--- src/rtl/evtmap_pkg.sv ---
package evtmap_pkg;
    localparam int EVT_N   = 128;
    localparam int GRP_W   = 32;
    localparam int CMB_N   = EVT_N / GRP_W;
    localparam int INT_N   = 12;
    localparam int SEL_W   = $clog2(EVT_N);
    localparam int ADDR_W  = 5;
    // event numbers with no source attached
    localparam logic [EVT_N-1:0] RSV_DEFAULT =
        128'h0000_0000_0000_0000_0000_00EC_FE88_01F0;
endpackage

--- src/rtl/evtmap_flags.sv ---
module evtmap_flags #(
    parameter int EVT_N = 128,
    parameter int GRP_W = 32,
    parameter logic [EVT_N-1:0] IGNORE = '0,
    localparam int WORDS = EVT_N / GRP_W,
    localparam int WI_W  = (WORDS > 1) ? $clog2(WORDS) : 1
) (
    input  logic             clk,
    input  logic             rst_n,
    input  logic [EVT_N-1:0] evt_i,
    input  logic             clr_en_i,
    input  logic [WI_W-1:0]  clr_word_i,
    input  logic [GRP_W-1:0] clr_bits_i,
    output logic [EVT_N-1:0] flags_o
);
    typedef struct packed {
        logic [EVT_N-1:0] flag;
    } flag_st_t;

    flag_st_t st_d, st_q;
    logic [EVT_N-1:0] clr;

    always_comb begin
        clr = '0;
        for (int w = 0; w < WORDS; w++) begin
            if (clr_en_i && (int'(clr_word_i) == w)) clr[w*GRP_W +: GRP_W] = clr_bits_i;
        end
        // set takes precedence over a clear in the same cycle
        st_d.flag = (st_q.flag & ~clr) | (evt_i & ~IGNORE);
    end

    always_ff @(posedge clk or negedge rst_n) begin
        if (!rst_n) st_q <= '0;
        else        st_q <= st_d;
    end

    assign flags_o = st_q.flag;
endmodule

--- src/rtl/evtmap_combine.sv ---
module evtmap_combine #(
    parameter int EVT_N = 128,
    parameter int GRP_W = 32,
    localparam int CMB_N = EVT_N / GRP_W
) (
    input  logic [EVT_N-1:0] flags_i,
    input  logic [EVT_N-1:0] mask_i,
    output logic [CMB_N-1:0] cmb_o
);
    for (genvar c = 0; c < CMB_N; c++) begin : g_cmb
        assign cmb_o[c] = |(flags_i[c*GRP_W +: GRP_W] & ~mask_i[c*GRP_W +: GRP_W]);
    end
endmodule

--- src/rtl/evtmap_regs.sv ---
module evtmap_regs #(
    parameter int EVT_N  = 128,
    parameter int GRP_W  = 32,
    parameter int INT_N  = 12,
    parameter int SEL_W  = 7,
    parameter int ADDR_W = 5,
    localparam int WORDS     = EVT_N / GRP_W,
    localparam int WI_W      = (WORDS > 1) ? $clog2(WORDS) : 1,
    localparam int MASK_BASE = WORDS,
    localparam int EXC_BASE  = 2 * WORDS,
    localparam int SEL_BASE  = 3 * WORDS
) (
    input  logic                   clk,
    input  logic                   rst_n,
    input  logic                   wr_i,
    input  logic                   rd_i,
    input  logic [ADDR_W-1:0]      addr_i,
    input  logic [GRP_W-1:0]       wdata_i,
    input  logic [EVT_N-1:0]       eff_i,
    output logic [GRP_W-1:0]       rdata_o,
    output logic [EVT_N-1:0]       mask_o,
    output logic [EVT_N-1:0]       exen_o,
    output logic [INT_N*SEL_W-1:0] sel_o,
    output logic                   clr_en_o,
    output logic [WI_W-1:0]        clr_word_o,
    output logic [GRP_W-1:0]       clr_bits_o
);
    typedef struct packed {
        logic [EVT_N-1:0]       mask;
        logic [EVT_N-1:0]       exen;
        logic [INT_N*SEL_W-1:0] sel;
        logic [GRP_W-1:0]       rdata;
    } reg_st_t;

    reg_st_t st_d, st_q;
    int      a;

    always_comb begin
        st_d = st_q;
        a    = int'(addr_i);
        if (wr_i) begin
            for (int w = 0; w < WORDS; w++) begin
                if (a == MASK_BASE + w) st_d.mask[w*GRP_W +: GRP_W] = wdata_i;
                if (a == EXC_BASE + w)  st_d.exen[w*GRP_W +: GRP_W] = wdata_i;
            end
            for (int j = 0; j < INT_N; j++) begin
                if (a == SEL_BASE + j) st_d.sel[j*SEL_W +: SEL_W] = wdata_i[SEL_W-1:0];
            end
        end
        if (rd_i) begin
            st_d.rdata = '0;
            for (int w = 0; w < WORDS; w++) begin
                if (a == w)             st_d.rdata = eff_i[w*GRP_W +: GRP_W];
                if (a == MASK_BASE + w) st_d.rdata = st_q.mask[w*GRP_W +: GRP_W];
                if (a == EXC_BASE + w)  st_d.rdata = st_q.exen[w*GRP_W +: GRP_W];
            end
            for (int j = 0; j < INT_N; j++) begin
                if (a == SEL_BASE + j) st_d.rdata = GRP_W'(st_q.sel[j*SEL_W +: SEL_W]);
            end
        end
    end

    always_ff @(posedge clk or negedge rst_n) begin
        if (!rst_n) begin
            st_q       <= '0;
            st_q.mask  <= '1;
        end else begin
            st_q       <= st_d;
        end
    end

    assign rdata_o    = st_q.rdata;
    assign mask_o     = st_q.mask;
    assign exen_o     = st_q.exen;
    assign sel_o      = st_q.sel;
    assign clr_en_o   = wr_i && (int'(addr_i) < WORDS);
    assign clr_word_o = WI_W'(addr_i);
    assign clr_bits_o = wdata_i;
endmodule

--- src/rtl/evtmap_route.sv ---
module evtmap_route #(
    parameter int EVT_N = 128,
    parameter int INT_N = 12,
    parameter int SEL_W = 7
) (
    input  logic                   clk,
    input  logic                   rst_n,
    input  logic [EVT_N-1:0]       eff_i,
    input  logic [EVT_N-1:0]       exen_i,
    input  logic [INT_N*SEL_W-1:0] sel_i,
    output logic [INT_N-1:0]       irq_o,
    output logic                   exc_o
);
    typedef struct packed {
        logic [EVT_N-1:0] prev;
        logic [INT_N-1:0] irq;
        logic             exc;
    } route_st_t;

    route_st_t        st_d, st_q;
    logic [SEL_W-1:0] s;

    always_comb begin
        st_d = st_q;
        s    = '0;
        for (int j = 0; j < INT_N; j++) begin
            s = sel_i[j*SEL_W +: SEL_W];
            st_d.irq[j] = eff_i[s] & ~st_q.prev[s];
        end
        st_d.prev = eff_i;
        st_d.exc  = |(eff_i & exen_i);
    end

    always_ff @(posedge clk or negedge rst_n) begin
        if (!rst_n) st_q <= '0;
        else        st_q <= st_d;
    end

    assign irq_o = st_q.irq;
    assign exc_o = st_q.exc;
endmodule

--- src/rtl/evtmap_top.sv ---
module evtmap_top
    import evtmap_pkg::*;
#(
    parameter logic [EVT_N-1:0] RSV_EVT = RSV_DEFAULT,
    localparam int WI_W = (CMB_N > 1) ? $clog2(CMB_N) : 1,
    localparam logic [EVT_N-1:0] IGNORE = RSV_EVT | EVT_N'((1 << CMB_N) - 1)
) (
    input  logic              clk,
    input  logic              rst_n,
    input  logic [EVT_N-1:0]  evt_in,
    input  logic              bus_wr,
    input  logic              bus_rd,
    input  logic [ADDR_W-1:0] bus_addr,
    input  logic [GRP_W-1:0]  bus_wdata,
    output logic [GRP_W-1:0]  bus_rdata,
    output logic [INT_N-1:0]  int_o,
    output logic              exc_o
);
    logic [EVT_N-1:0]       flags, mask, exen, eff;
    logic [CMB_N-1:0]       cmb;
    logic [INT_N*SEL_W-1:0] sel;
    logic                   clr_en;
    logic [WI_W-1:0]        clr_word;
    logic [GRP_W-1:0]       clr_bits;

    evtmap_flags #(.EVT_N(EVT_N), .GRP_W(GRP_W), .IGNORE(IGNORE)) u_flags (
        .clk(clk), .rst_n(rst_n), .evt_i(evt_in), .clr_en_i(clr_en),
        .clr_word_i(clr_word), .clr_bits_i(clr_bits), .flags_o(flags));

    evtmap_combine #(.EVT_N(EVT_N), .GRP_W(GRP_W)) u_cmb (
        .flags_i(flags), .mask_i(mask), .cmb_o(cmb));

    // combiner outputs occupy the lowest event numbers
    assign eff = {flags[EVT_N-1:CMB_N], cmb};

    evtmap_regs #(.EVT_N(EVT_N), .GRP_W(GRP_W), .INT_N(INT_N), .SEL_W(SEL_W),
                  .ADDR_W(ADDR_W)) u_regs (
        .clk(clk), .rst_n(rst_n), .wr_i(bus_wr), .rd_i(bus_rd), .addr_i(bus_addr),
        .wdata_i(bus_wdata), .eff_i(eff), .rdata_o(bus_rdata), .mask_o(mask),
        .exen_o(exen), .sel_o(sel), .clr_en_o(clr_en), .clr_word_o(clr_word),
        .clr_bits_o(clr_bits));

    evtmap_route #(.EVT_N(EVT_N), .INT_N(INT_N), .SEL_W(SEL_W)) u_route (
        .clk(clk), .rst_n(rst_n), .eff_i(eff), .exen_i(exen), .sel_i(sel),
        .irq_o(int_o), .exc_o(exc_o));
endmodule

--- config.mk ---
export PLATFORM = sky130hd
export DESIGN_NAME = evtmap_top
export DESIGN_NICKNAME = d
export VERILOG_FILES = /design/src/rtl/evtmap_pkg.sv /design/src/rtl/evtmap_flags.sv /design/src/rtl/evtmap_combine.sv /design/src/rtl/evtmap_regs.sv /design/src/rtl/evtmap_route.sv /design/src/rtl/evtmap_top.sv
export SDC_FILE = /design/constraint.sdc
export NUM_CORES = 2
export LEC_CHECK = 0
export CORE_ASPECT_RATIO = 0.8
export CORE_MARGIN = 10
export CORE_UTILIZATION = 50
export CTS_CLUSTER_DIAMETER = 120
export DETAILED_ROUTE_END_ITERATION = 7
export GPL_TIMING_DRIVEN = 0
export PLACE_DENSITY = 0.68
export REMOVE_ABC_BUFFERS = 1
export SLEW_MARGIN = 20
export SYNTH_ARGS = -nofsm -noshare
export SYNTH_HDL_FRONTEND = slang
export SYNTH_SLANG_ARGS = --single-unit
--- constraint.sdc ---
create_clock -name clk -period 3.95 [get_ports clk]
set_clock_uncertainty 0.05 [all_clocks]
set_input_delay 0.395 -clock clk [delete_from_list [all_inputs] [get_ports clk]]
set_output_delay 0.395 -clock clk [all_outputs]
set_load 0.02 [all_outputs]
### Word-level counts from Yosys, hierarchy flattened

Cells that the tools add are included.

| word-level totals | value |
|---|---|
| register bits | 641 |
| input port bits | 169 |
| output and inout bits | 45 |
| word-level logic and storage cells | 208 |

| cells by class | value |
|---|---|
| magnitude comparators | 13 |
| equal/unequal tests | 26 |
| multiplexer cells | 76 |
| bitwise logic cells | 36 |
| reductions and logical operators | 32 |

Operators by type and width:

| cell | count |
|---|---|
| $mux 32 | 28 |
| $and 128x128->128 | 2 |
| $bmux 1 s7 | 24 |
| $and 32x32->32 | 4 |
| $not 128->128 | 1 |
| $not 32->32 | 4 |
| $or 128x128->128 | 1 |
| $reduce_or 128->1 | 1 |
| $reduce_or 32->1 | 4 |
| $lt 7x8->1 const B | 12 |
| $eq 5x5->1 const B | 16 |
| $reduce_and 2->1 | 20 |
| $mux 1 | 24 |
| $eq 5x4->1 const B | 4 |
| $and 1x1->1 | 12 |
| $not 1->1 | 12 |
| $eq 5x3->1 const B | 2 |
| $eq 5x2->1 const B | 1 |
| $logic_and 1x1->1 | 5 |
| $logic_not 5->1 | 1 |
| $lt 5x3->1 const B | 1 |
| $eq 2x2->1 const B | 2 |
| $eq 2x1->1 const B | 1 |
| $logic_not 2->1 | 1 |

### Depth between registers and ports, before layout

| logic depth | value |
|---|---|
| depth in word-level cells | 27 |
| gate-level depth with buffers | 12 |

### Modules after synthesis

From an unflattened synthesis, not the netlist that was laid out.

| unflattened totals | value |
|---|---|
| cells, all modules | 4,317 |
| area, all modules | 44,462.6 sq um |

Modules (own cells, without submodules):

| module | instances | cells each | area an instance (sq um) | sequential area each (sq um) |
|---|---|---|---|---|
| evtmap_route | 1 | 2,029 | 19,272.2 | 3,528.4 |
| evtmap_regs | 1 | 1,658 | 18,865.6 | 9,469.1 |
| evtmap_flags | 1 | 418 | 5,318.9 | 3,203.1 |
| evtmap_combine | 1 | 212 | 1,006.0 | 0.0 |

### Worst setup path after synthesis

OpenSTA, ideal clock, no wires.

| timing | value |
|---|---|
| path kind | register to register |
| start point | register, netlist name u_regs.mask_o[98] |
| end point | register u_route.st_q (netlist bit u_route.irq_o[11]) |
| arrival time | 2.292 ns |
| path slack | 1.477 ns |
| stages on the path, launching flop included | 10 |
| path buffers | 1 |
| clock period less this slack | 2.473 ns |
| cell sequence | dfstp_2 nand2b_1 o2111ai_2 nor4_4 a21oi_2 buf_6 mux4_2 mux2_2 o31ai_4 a22oi_2 |

RTL lines:

| item | RTL line | text |
|---|---|---|
| end signal: assignment | evtmap_route.sv:36 | `else st_q <= st_d;` |
| end: declaration | evtmap_route.sv:20 | `route_st_t st_d, st_q;` |

==> run summary <==
router iterations before antenna repair - 8
CTS root buffer - clkbuf_16
Pwr per Cell Area - 443 nW/µm²
H-tree depth - 3
GRT Total Usage - 36.0%
portion of netlist area occupied by mux cells - 33.4%
# setup viols final - 1
P_leak - 16.9 nW
share of the synthesized area in the top cell type - 30.9%
crit share post-route - 105%
Detailed Route Iter0 Violations - 6,221
Seq/Total Area, Yosys - 39.0%
Clk pwr share - 33.2%
Multi-input gate area - 23,500 µm²
kind of critical path - reg2reg
Worst-Margin Slew - 1.28 ns
Worst setup SP type - flop
Chip Width - 342 µm
initial core utilization - 50.5%
RSZ-0062 raised after global routing - no
vias in the first global route - 32,800
final wirelength - 175,000 µm
initial antenna violation count - 12
EDFF count, synth - 0
CP Capture Type - flop
Synth Instances - 3,454
largest net degree at the start of global routing - 95
combinational family with the most area after synthesis - multiplexers
top post-synthesis cells by area - dfrtp_1 (31%), mux4_2 (22%), mux2_2 (8.9%)
DR WL/cell - 38.6 µm
Comb pwr share - 21.9%
clk_lat worst skew - 0.65 ns
dpl cells - 4,397
layout cells sized above 1 - 33.2%
CTS Buf Count - 70
nets@finish - 3,537
Layout fillers - 6,772
via count - 34,600
Die Span Y - 278 µm
Post-synth top flop - dfrtp_1
mapped cell area - 41,600 µm²
Layout area overhead - 12.6%
number of port buffers - 190
Cells on Worst Hold Path - 2
worst r2r path cells - 6
Setup WS pre-CTS - -0.836 ns
first-pass GRT wire length - 249,000 µm
Syn. warnings - 0
via/cell ratio - 7.63
CTS tree - done
asr flop ratio synth - 100%
post-layout min period - 4.13 ns
Distinct cells, synth - 78
Slew Viols, Final - 0
IO Count - 214
CP required - 4.35 ns
max cap viols - 0
flops & latches, synth - 641
Residual DRC - 4
crit-path max FO - 6
Adder-Cell Fraction of Synth Area - 0%
relative slew slack - 14.8%
Crit path arrival time - 4.53 ns
Sink Count - 641
register share of total power - 45.0%
Final Wtd Congestion - 1.04
cell internal pwr - 13.7 mW
Remaining Overflow, GRT - 0
Final ANT Viol Nets - 0
Clock Tree Buf Depth - 3
total core area - 82,300 µm²
Rows - 94
final setup margin - -0.181 ns
XOR/XNOR share of the synthesized area - 0%
post-place instance area - 44,400 µm²
final instance area - 46,800 µm²
Cell Count, Final, Fillers Out - 4,539
Worst-path clk slew - 0.06 ns
Switching Share - 34.0%
Max Clk Rate - 242 MHz
status - complete, but fails checks
Fin. Hold Viols - 0
Max IR drop VDD - 0.294 mV
Design Power - 20.7 mW
Synth Area in Compound Gates - 13.4%
Mean Syn Cell Area - 12.0 µm²
area of the die - 95,200 µm²
Switching Power - 7.04 mW
worst hold-check path type - in2reg
dpl hpwl - 127,000 µm
cell taking the most area after synthesis - dfrtp_1
Synth Area in Simple Gates - 9.39%
failing checks - design-rule violations, negative setup slack
register cell area after layout - 16,200 µm²
-- metal layers --
metal	up-vias	GRT usage [%]	share of wire [%]
met2	3200	47.9	40
li1	13100	-	-
met3	483	19.4	18
met5	-	3.00	0.24
met4	12	11.8	4.2
met1	17800	49.0	37
-- final cells by class --
type	instances	share of cell area (%)
clock inverters	32	0.807
inverters	51	0.409
well taps	1104	2.95
diodes	9	0.0481
clock buffers	98	4.22
multi-input cells	2349	50.2
repair buffers	255	6.66
flip-flops and latches	641	34.7
-- timing repair --
action / in CTS / in global routing
hold buffers: 2 / 0
setup endpoints to repair: 2 / 2
resized for setup: 2 / 3
buffers inserted: 0 / 0
hold endpoints to repair: 44 / 0
-- flip-flops by register name (all words and copies together) (netlist names) --
| register | count |
|---|---|
| u_regs.mask_o | 128 |
| u_regs.rdata_o | 32 |
| u_route.st_q | 128 |
| u_route.irq_o | 12 |
| u_flags.flags_o | 128 |
| u_regs.exen_o | 128 |
| u_route.exc_o | 1 |
| u_regs.sel_o | 84 |
-- worst max-delay path, cell delays in order (launching register included) --
cell and delay [ns]:
dfrtp_1 0.50, a22o_1 0.37, a221oi_1 0.72, nand3_1 0.61
or4_1 0.62, a2111oi_1 0.78, nand3_1 0.27
-- synthesized netlist by cell type, types with 92 or more instances --
library cell,n
a21o_1,107
a21oi_1,108
a22oi_1,146
clkbuf_1,252
dfrtp_1,513
dfstp_2,128
mux2_2,327
mux4_2,403
nand2_1,234
nand2b_1,187
nor2_1,111
nor2b_1,92
-- path summary, 6_finish.rpt --
check | startpoint | end | slack, ns
setup / recovery | u_flags.flags_o[18] | u_route.exc_o | -0.18
hold / removal | bus_wdata[0] | u_regs.sel_o[49] | 0.07
setup reg to reg | u_flags.flags_o[18] | u_route.exc_o | -0.18
hold reg to reg | u_flags.flags_o[37] | u_route.st_q[50] | 0.38
max in group asynchronous | rst_n | u_regs.sel_o[70] | 2.20
min in group asynchronous | rst_n | u_flags.flags_o[116] | 0.25
-- layout by cell type, fill, tap and decap left out, types with 18 or more instances in the layout --
| master | Yosys | final |
|---|---|---|
| a21oi_1 | 108 | 105 |
| mux4_2 | 403 | 403 |
| nand3_1 | 27 | 27 |
| nor2_1 | 111 | 106 |
| dfrtp_2 | 0 | 30 |
| a211oi_1 | 26 | 26 |
| nand2b_1 | 187 | 187 |
| mux2_2 | 327 | 327 |
| a221oi_1 | 29 | 29 |
| dfrtp_1 | 513 | 481 |
| mux2i_1 | 66 | 65 |
| nor2b_1 | 92 | 88 |
| a22o_1 | 27 | 27 |
| clkdlybuf4s50_1 | 0 | 177 |
| inv_1 | 48 | 47 |
| mux2_1 | 35 | 35 |
| a21o_1 | 107 | 107 |
| o211ai_1 | 39 | 39 |
| a221o_1 | 23 | 23 |
| a21boi_0 | 21 | 21 |
| o2111ai_1 | 43 | 43 |
| nand2_1 | 234 | 225 |
| clkbuf_16 | 0 | 71 |
| dfstp_2 | 128 | 128 |
| o22ai_1 | 21 | 21 |
| a22oi_1 | 146 | 146 |
| buf_12 | 0 | 31 |
| nand4_1 | 36 | 36 |
| o21ai_1 | 18 | 18 |
| o21ai_0 | 61 | 61 |
-- per-stage QoR --
| stage | hold WS (ns) | util [%] | TNS (ns) |
|---|---|---|---|
| after floorplan | 0.0494 | - | 0 |
| after global placement | 0.367 | 52.3 | - |
| after detailed placement | 0.341 | 53.9 | -32.15 |
| after CTS | 0.0436 | 56.8 | 0 |
| after global routing | 0.0678 | 56.9 | 0 |
| final | 0.0651 | 56.9 | -0.181 |
-- power by group through the flow --
stage | clock network (mW) | logic [mW] | registers, mW
after floorplan | 0 | 2.31 | 8.90
after global placement | 0 | 3.66 | 9.71
after detailed placement | 0 | 4.38 | 9.26
after CTS | 6.89 | 4.40 | 9.15
after global routing | 7.14 | 4.72 | 9.35
final | 6.87 | 4.54 | 9.32
-- cells by family (layout without fill, tap and decap cells) --
family	Yosys count	count (layout)
simple gates	753	753
mux	834	834
buf+inv	464	436
other cells	0	9
compound gates	762	762
flops	641	641
Note: power is estimated with default switching activity, not from simulation.
